`config.mk`:
```
export PLATFORM = sky130hd
export DESIGN_NAME = gpio_dual_bank
export DESIGN_NICKNAME = d
export VERILOG_FILES = /design/src/rtl/gpio_pkg.sv /design/src/rtl/gpio_rst_sync.sv /design/src/rtl/gpio_setclr_reg.sv /design/src/rtl/gpio_in_sync.sv /design/src/rtl/gpio_pad_drive.sv /design/src/rtl/gpio_dual_bank.sv
export SDC_FILE = /design/constraint.sdc
export NUM_CORES = 1
export LEC_CHECK = 0
export BUFFER_PORTS_ARGS = -buffer_cell sky130_fd_sc_hd__clkbuf_2
export CORE_MARGIN = 2
export CORE_UTILIZATION = 52
export DETAILED_ROUTE_END_ITERATION = 8
export GPL_TIMING_DRIVEN = 0
export PLACE_DENSITY = 0.87
export SLEW_MARGIN = 5
export SYNTH_ARGS = -nofsm -noshare
export SYNTH_HDL_FRONTEND = slang
export SYNTH_SLANG_ARGS = --single-unit
```
`constraint.sdc`:
```
create_clock -name clk -period 9.6 [get_ports clk]
set_clock_uncertainty 0.15 [all_clocks]
set_input_delay 0.48 -clock clk [delete_from_list [all_inputs] [get_ports clk]]
set_output_delay 0.48 -clock clk [all_outputs]
set_load 0.01 [all_outputs]
```
`src/rtl/gpio_pkg.sv`:
```
package gpio_pkg;
  localparam int NUM_ATTR = 8;
  typedef enum logic [2:0] {
    ATTR_VAL  = 3'd0,
    ATTR_IEN  = 3'd1,
    ATTR_OEN  = 3'd2,
    ATTR_ODN  = 3'd3,
    ATTR_PUP  = 3'd4,
    ATTR_PDN  = 3'd5,
    ATTR_IINV = 3'd6,
    ATTR_OINV = 3'd7
  } gpio_attr_e;
endpackage

```
`src/rtl/gpio_rst_sync.sv`:
```
module gpio_rst_sync (
  input  logic clk,
  input  logic rst_ni,
  output logic rst_no
);
  logic [1:0] stage_q;
  always_ff @(posedge clk or negedge rst_ni) begin
    if (!rst_ni) stage_q <= 2'b00;
    else         stage_q <= {stage_q[0], 1'b1};
  end
  assign rst_no = stage_q[1];
endmodule

```
`src/rtl/gpio_setclr_reg.sv`:
```
module gpio_setclr_reg #(
  parameter int W = 16
) (
  input  logic         clk,
  input  logic         rst_n,
  input  logic         we,
  input  logic [W-1:0] set_bits,
  input  logic [W-1:0] clr_bits,
  output logic [W-1:0] q
);
  logic [W-1:0] q_d;
  logic [W-1:0] q_r;

  // clear has priority over set
  always_comb begin
    q_d = q_r;
    if (we) q_d = (q_r | set_bits) & ~clr_bits;
  end

  always_ff @(posedge clk or negedge rst_n) begin
    if (!rst_n)  q_r <= '0;
    else if (we) q_r <= q_d;
  end

  assign q = q_r;
endmodule

```
`src/rtl/gpio_in_sync.sv`:
```
module gpio_in_sync #(
  parameter int W = 32
) (
  input  logic         clk,
  input  logic         rst_n,
  input  logic [W-1:0] d,
  output logic [W-1:0] q
);
  logic [W-1:0] meta_q;
  logic [W-1:0] sync_q;
  always_ff @(posedge clk or negedge rst_n) begin
    if (!rst_n) begin
      meta_q <= '0;
      sync_q <= '0;
    end else begin
      meta_q <= d;
      sync_q <= meta_q;
    end
  end
  assign q = sync_q;
endmodule

```
`src/rtl/gpio_pad_drive.sv`:
```
module gpio_pad_drive #(
  parameter int W = 32
) (
  input  logic [W-1:0] val,
  input  logic [W-1:0] oinv,
  input  logic [W-1:0] oen,
  input  logic [W-1:0] odn,
  output logic [W-1:0] pad_o,
  output logic [W-1:0] pad_oe
);
  logic [W-1:0] level;
  always_comb begin
    level  = val ^ oinv;
    // open-drain: drive low only, release when high
    pad_o  = oen & ~odn & level;
    pad_oe = oen & ~(odn & level);
  end
endmodule

```
`src/rtl/gpio_dual_bank.sv`:
```
module gpio_dual_bank #(
  parameter int BANK_W       = 16,
  parameter int NUM_BANKS    = 2,
  parameter int ADDR_W       = 8,
  parameter int BANK_SEL_BIT = 6
) (
  input  logic                  clk,
  input  logic                  rst_n,
  input  logic                  wr_en,
  input  logic                  rd_en,
  input  logic [ADDR_W-1:0]     addr,
  input  logic [2*BANK_W-1:0]   wdata,
  output logic [2*BANK_W-1:0]   rdata,
  input  logic [BANK_W*NUM_BANKS-1:0] pad_i,
  output logic [BANK_W*NUM_BANKS-1:0] pad_o,
  output logic [BANK_W*NUM_BANKS-1:0] pad_oe,
  output logic [BANK_W*NUM_BANKS-1:0] pad_pu,
  output logic [BANK_W*NUM_BANKS-1:0] pad_pd
);
  import gpio_pkg::*;

  localparam int PIN_W   = BANK_W * NUM_BANKS;
  localparam int DATA_W  = 2 * BANK_W;
  localparam int BSEL_W  = $clog2(NUM_BANKS);
  localparam int IDX_W   = BANK_SEL_BIT - 2;
  localparam int TOP_LSB = BANK_SEL_BIT + BSEL_W;

  logic              rst_sync_n;
  logic [PIN_W-1:0]  attr_q [NUM_ATTR];
  logic [PIN_W-1:0]  in_sync;
  logic [PIN_W-1:0]  in_val;
  logic [BSEL_W-1:0] bank_sel;
  logic [IDX_W-1:0]  reg_idx;
  logic              map_ok;
  logic [DATA_W-1:0] rd_next;
  logic [DATA_W-1:0] rdata_d;
  logic [DATA_W-1:0] rdata_q;

  gpio_rst_sync u_rst (.clk(clk), .rst_ni(rst_n), .rst_no(rst_sync_n));

  // address decode
  always_comb begin
    bank_sel = addr[BANK_SEL_BIT +: BSEL_W];
    reg_idx  = addr[2 +: IDX_W];
    map_ok   = ((addr >> TOP_LSB) == '0) && (32'(reg_idx) < NUM_ATTR);
  end

  // attribute storage, one set/clear register per bank and attribute
  for (genvar a = 0; a < NUM_ATTR; a++) begin : g_attr
    for (genvar b = 0; b < NUM_BANKS; b++) begin : g_bank
      logic we;
      assign we = wr_en && map_ok && (32'(bank_sel) == b) && (32'(reg_idx) == a);
      gpio_setclr_reg #(.W(BANK_W)) u_reg (
        .clk      (clk),
        .rst_n    (rst_sync_n),
        .we       (we),
        .set_bits (wdata[BANK_W-1:0]),
        .clr_bits (wdata[DATA_W-1:BANK_W]),
        .q        (attr_q[a][b*BANK_W +: BANK_W])
      );
    end
  end

  // input path: synchronize, then invert, then gate
  gpio_in_sync #(.W(PIN_W)) u_sync (
    .clk(clk), .rst_n(rst_sync_n), .d(pad_i), .q(in_sync)
  );
  assign in_val = (in_sync ^ attr_q[ATTR_IINV]) & attr_q[ATTR_IEN];

  // output path
  gpio_pad_drive #(.W(PIN_W)) u_drv (
    .val   (attr_q[ATTR_VAL]),
    .oinv  (attr_q[ATTR_OINV]),
    .oen   (attr_q[ATTR_OEN]),
    .odn   (attr_q[ATTR_ODN]),
    .pad_o (pad_o),
    .pad_oe(pad_oe)
  );
  assign pad_pu = attr_q[ATTR_PUP];
  assign pad_pd = attr_q[ATTR_PDN];

  // read mux and registered read data
  always_comb begin
    rd_next = '0;
    if (map_ok) begin
      if (reg_idx == '0)
        rd_next[BANK_W-1:0] = in_val[bank_sel*BANK_W +: BANK_W];
      else
        rd_next[BANK_W-1:0] = attr_q[reg_idx[2:0]][bank_sel*BANK_W +: BANK_W];
    end
    rdata_d = rd_en ? rd_next : rdata_q;
  end

  always_ff @(posedge clk or negedge rst_sync_n) begin
    if (!rst_sync_n) rdata_q <= '0;
    else             rdata_q <= rdata_d;
  end

  assign rdata = rdata_q;
endmodule

```
Word-level counts from Yosys, hierarchy flattened
Index checks and enable logic that the tools add are counted.

Register bits: 338. Input port bits: 76. Output and inout bits: 160.

$lt $le $gt $ge: 2. Equality and inequality tests: 7. Shift-type cells: 2. Mux-type cells: 5. Bitwise gates (word level): 44. Reductions and logical operators: 22.

Operator list (count): $and 16x16->16 (16); $or 16x16->16 (16); $and 32x32->32 (5); $bmux 32 s3 (1); $mux 32 (2); $not 32->32 (2); $shiftx 32x6->16 (2); $xor 32x32->32 (2); $mux 16 (2); $logic_and 1x1->1 (20); $eq 4x3->1 const B (4); $not 16->16 (1); $eq 4x2->1 const B (2); $logic_not 8->1 (1); $eq 4x1->1 const B (1); $ge 4x4->1 const B (1); $logic_not 4->1 (1); $lt 4x4->1 const B (1); $not 3->4 (1); $not 1->1 (1).

Logic depth before layout (Yosys ltp)
Word-level depth: 7. Mapped depth: 8.

Cells and area by module
From an unflattened synthesis, not the netlist that was laid out.

Cell total of the unflattened synthesis: 1377. Area, all modules: 15584.9 um^2.

By module, submodules not included: gpio_setclr_reg (times used 16, cells each 51, area each 588.1 um^2); gpio_dual_bank (times used 1, cells each 397, area each 3712.3 um^2); gpio_in_sync (times used 1, cells each 64, area each 1601.5 um^2); gpio_pad_drive (times used 1, cells each 97, area each 808.3 um^2); gpio_rst_sync (times used 1, cells each 3, area each 53.8 um^2).

Worst setup path before layout
Ideal clock, no wire load.

Path type: input-to-reg. Start point: input port addr[2]. End point: register rdata_q[1] (netlist: rdata[1]). Arrival time: 1780 ps. Required time: 9311 ps. Slack: 7532 ps. Stages on the path: 6. Cell sequence: buf_4 buf_6 buf_6 mux4_2 a211oi_1 a41oi_1.

Word-level cells in the longest chain between the ends: 7. Elaborated cells between the ends (all ways): 10. Classes of those cells: order compare (1); shift (1); mux (5); bitwise (1); reduce/logical (2).

Ends and longest elaborated chain: start, declared (line gpio_dual_bank.sv:11) `input logic [ADDR_W-1:0] addr,`; $not 3->4 (not written as such) (line gpio_dual_bank.sv:89) `rd_next[BANK_W-1:0] = attr_q[reg_idx[2:0]][bank_sel*BANK_W +: BANK_W];`; $bmux 32 s3 (line gpio_dual_bank.sv:89); $mux 32 (not written as such) (2 in a row) (line gpio_dual_bank.sv:89); $shiftx 32x6->16 (line gpio_dual_bank.sv:89); $mux 16 (line gpio_dual_bank.sv:86) `if (reg_idx == '0)`; $mux 16 (*) (line gpio_dual_bank.sv:85) `if (map_ok) begin`; end signal, assigned (line gpio_dual_bank.sv:96) `else rdata_q <= rdata_d;`; end, declared (line gpio_dual_bank.sv:37) `logic [DATA_W-1:0] rdata_q;`.

Mark *: on every way between the ends. The rest lies on a longest branch, timed or not. The select of a mux whose other input is x is not followed. A chain may end at the register's enable or synchronous reset.

Worst setup path in the final report
Start point: input port addr[2]. End point: register rdata_q[9] (netlist: rdata[9]).

Same word-level chain as after synthesis.

==> results.md <==
* Mux cell area share after synthesis at 7.29%
* Number of synthesis warnings at 0
* TritonCTS clock tree: yes
* WHS at 0.0969 ns
* Clock sink count at 338
* Worst-skew pair later-pin latency at 0.54 ns
* VDD IR max at 0.129 mV
* Post-synth EDFFs at 0
* Critical path class: in -> reg
* Failing checks: max-capacitance violations, max-slew violations
* Port bufs at 183
* # rows at 64
* Synth area leader: dfrtp_1
* Fin area at 19500 um2
* Clock-pin slew on the worst setup and hold paths at 0.06 ns
* Slew Viols, Final at 18
* Compound-cell area share of the yosys netlist at 21.9%
* Synthesized cell area at 16300 um2
* Simple logic cell fraction of the synthesized area at 6.27%
* Post-Syn Instances at 1528
* Worst hold path class: in -> async
* Remaining Overflow, GRT at 0
* Max_slew headroom at -5.13%
* Worst r2r dst: rdata[3]
* Crit Path Max Fanout at 10
* ANT nets after route at 0
* Filler cells at 2447
* DIE HEIGHT at 181 um
* Synthesized area per cell at 10.7 um2
* Drt first-iter violations at 2629
* Worst R2R Setup Slack at 7.92 ns
* Layout cells sized above 1 at 25.3%
* Max cap viols at 2
* Final period utilization at 32.5%
* GRT Util Overall at 38.3%
* Final setup TNS at 0 ns
* CTS Buf Count at 36
* Maximum clock path buffer count at 3
* Final hold vios at 0
* Diode count at 0
* Die X at 181 um
* Outcome: complete, but fails checks
* Via/cell ratio at 6.79
* First-pass GRT wire length at 92400 um
* Final setup violation count at 0
* Die area at 32900 um2
* Area fraction of the dominant cell type after synthesis at 51.7%
* Setup WS post-layout at 6.48 ns
* Io pins at 236
* Post-CTS Repair Setup Buffers at 0
* Met3 WL at 10400 um
* Largest cells by area after synthesis: dfrtp_1 52%, a21oi_1 16%, mux4_2 5.1%
* Finished Core Util at 63.3%
* Worst setup SP type: input pin
* CP Data Arrival Time at 3.37 ns
* Met2 WL post-DR at 26900 um
* DRT met1 WL at 21500 um
* Yosys reg bits at 338
* PwrDens at 198 nW/um2
* Sequential element share of the synthesized area at 51.7%
* Largest net degree at the start of global routing at 70
* Fmax at 320 MHz
* Period minus WS final at 3.12 ns
* RSZ-0062 raised after global routing: no
* Max Used Layer: met5
* Largest family of logic cells by synthesized area: compound AO/OA/AOI/OAI gates
* Setup WS pre-CTS at 6.41 ns
* Post-synthesis xor/xnor area fraction at 3.43%
* Area post-placement at 18000 um2
* Slew @ Worst Pin at 1.56 ns
* Critical path capture point type: flip-flop
* Top FF cell, synth: dfrtp_1
* Worst Path Required at 9.85 ns
* First-pass iteration count of the detailed router at 7
* DRC viols at 0
* Yosys cell types at 58
* Lkg Pwr at 9.14 nW
* HPWL after DPL at 40900 um
* Layout area overhead at 19.1%
* Post-cts resize count at 0
* Floorplan core area at 30700 um2
* Starting Density at 53.2%
* Post-synth ARST share at 100%
* H-tree depth at 2
* Adder-Cell Fraction of Synth Area at 0%
* Initial antenna violation count at 3
* Vias in the first global route at 14600
* Drt wl/cell at 28.7 um
* Clk root buf: clkbuf_16
* Reg2Reg Depth at 3
* Gpl congestion at 0.989
* Reg2reg start: g_attr[4].g_bank[1].u_reg.q[3]
* Via Count at 15100
* Final nets at 1878
* Total Wirelength at 63800 um
-- flip-flops by register name, indices dropped and copies added, names as in the netlist --
name and flops:
rdata 16, u_rst.stage_q 2, u_sync.meta_q 32, g_attr.g_bank.u_reg.q 256, u_sync.q 32
-- worst max-delay path: stages --
cell	delay (ns)
clkbuf_2	0.11
buf_4	0.24
nor4_2	1.30
nor2_1	0.27
clkbuf_1	0.48
a22oi_1	0.35
a22oi_1	0.12
-- what timing repair did --
| item | 4_1_cts | 5_1_grt |
|---|---|---|
| setup endpoints to repair | 0 | 0 |
| hold buffers | 33 | 0 |
| hold endpoints to repair | 34 | 0 |
-- metrics by stage --
step | power (mW) | cells
after floorplan | 2.18 | 1543
after global routing | 3.97 | 2223
after global placement | 2.39 | 2122
after CTS | 3.82 | 2223
after detailed placement | 2.43 | 2127
final | 3.86 | 2223
-- kinds of logic (layout without fill, tap and decap cells) --
logic type,after synthesis,after routing
multiplexers,72,72
buffers and inverters,258,542
AO/OA/AOI/OAI,645,645
AND/OR/NAND/NOR,149,149
flip-flops,338,338
XOR/XNOR,64,64
other,2,17
-- layout by cell type, fill, tap and decap left out, types with 7 or more instances in the layout --
cell	synthesis	routed
clkbuf_16	0	36
conb_1	2	17
mux4_2	37	37
a22oi_1	13	13
mux2i_1	29	29
xor2_1	37	37
a21boi_0	7	7
dlygate4sd3_1	0	33
xnor2_1	27	27
clkbuf_1	62	67
buf_4	93	93
and3b_1	7	7
nor3_2	8	8
buf_2	37	37
a311oi_1	21	21
buf_6	19	19
o22ai_1	7	7
dfrtp_1	338	337
nand3_1	10	10
nand2b_1	10	10
nor3b_1	26	25
nor2b_1	14	14
nor3_1	7	7
a211oi_1	14	14
nor3_4	8	8
inv_1	28	28
o21a_1	26	26
buf_1	17	17
a21oi_1	519	519
clkbuf_2	0	183
nand2_1	29	29
clkbuf_8	0	13
-- how the worst max path moves through the flow --
stage,start,end,slack (ns)
global route,addr[2],rdata[9],6.66
detailed placement,addr[2],rdata[7],6.41
global placement,u_rst.stage_q[1],g_attr[3].g_bank[1].u_reg.q[14],2.05
floorplan,u_rst.stage_q[1],g_attr[0].g_bank[0].u_reg.q[0],3.92
finish,addr[2],rdata[9],6.48
CTS,addr[2],rdata[9],6.95
-- layout make-up --
cell class | count | area [um2] | share of cell area, %
sequential | 338 | 8460 | 43.5
multi-input combinational | 947 | 6430 | 33.0
buffer | 229 | 1410 | 7.23
timing repair buffer | 221 | 1380 | 7.11
clock buffer | 54 | 1100 | 5.64
tap | 396 | 495 | 2.54
inverter | 29 | 109 | 0.559
clock inverter | 9 | 85.1 | 0.437
-- power breakdown --
part	switching, mW	total, mW	internal, mW
Sequential	0.171	1.76	1.59
Combinational	0.373	0.690	0.317
Clock	0.595	1.41	0.818
Total	1.14	3.86	2.72
-- layer usage --
metal / GRT usage, % / up-vias
li1: - / 5968
met4: 24.8 / 2
met3: 14.6 / 371
met2: 54.8 / 1554
met1: 48.8 / 7210
met5: 0 / -
-- Yosys cell counts, drive strengths merged (7+ instances only) --
| cell | n |
|---|---|
| a21oi | 519 |
| nand2 | 29 |
| a311oi | 21 |
| o21a | 26 |
| xor2 | 37 |
| o22ai | 7 |
| buf | 167 |
| nand2b | 10 |
| nor3b | 26 |
| mux4 | 37 |
| dfrtp | 338 |
| nor3 | 23 |
| a22oi | 13 |
| a21boi | 7 |
| and3b | 7 |
| inv | 28 |
| xnor2 | 27 |
| nand3 | 10 |
| nor2b | 14 |
| mux2i | 29 |
| clkbuf | 62 |
| a211oi | 14 |
Power figures use the tool's default switching activity.
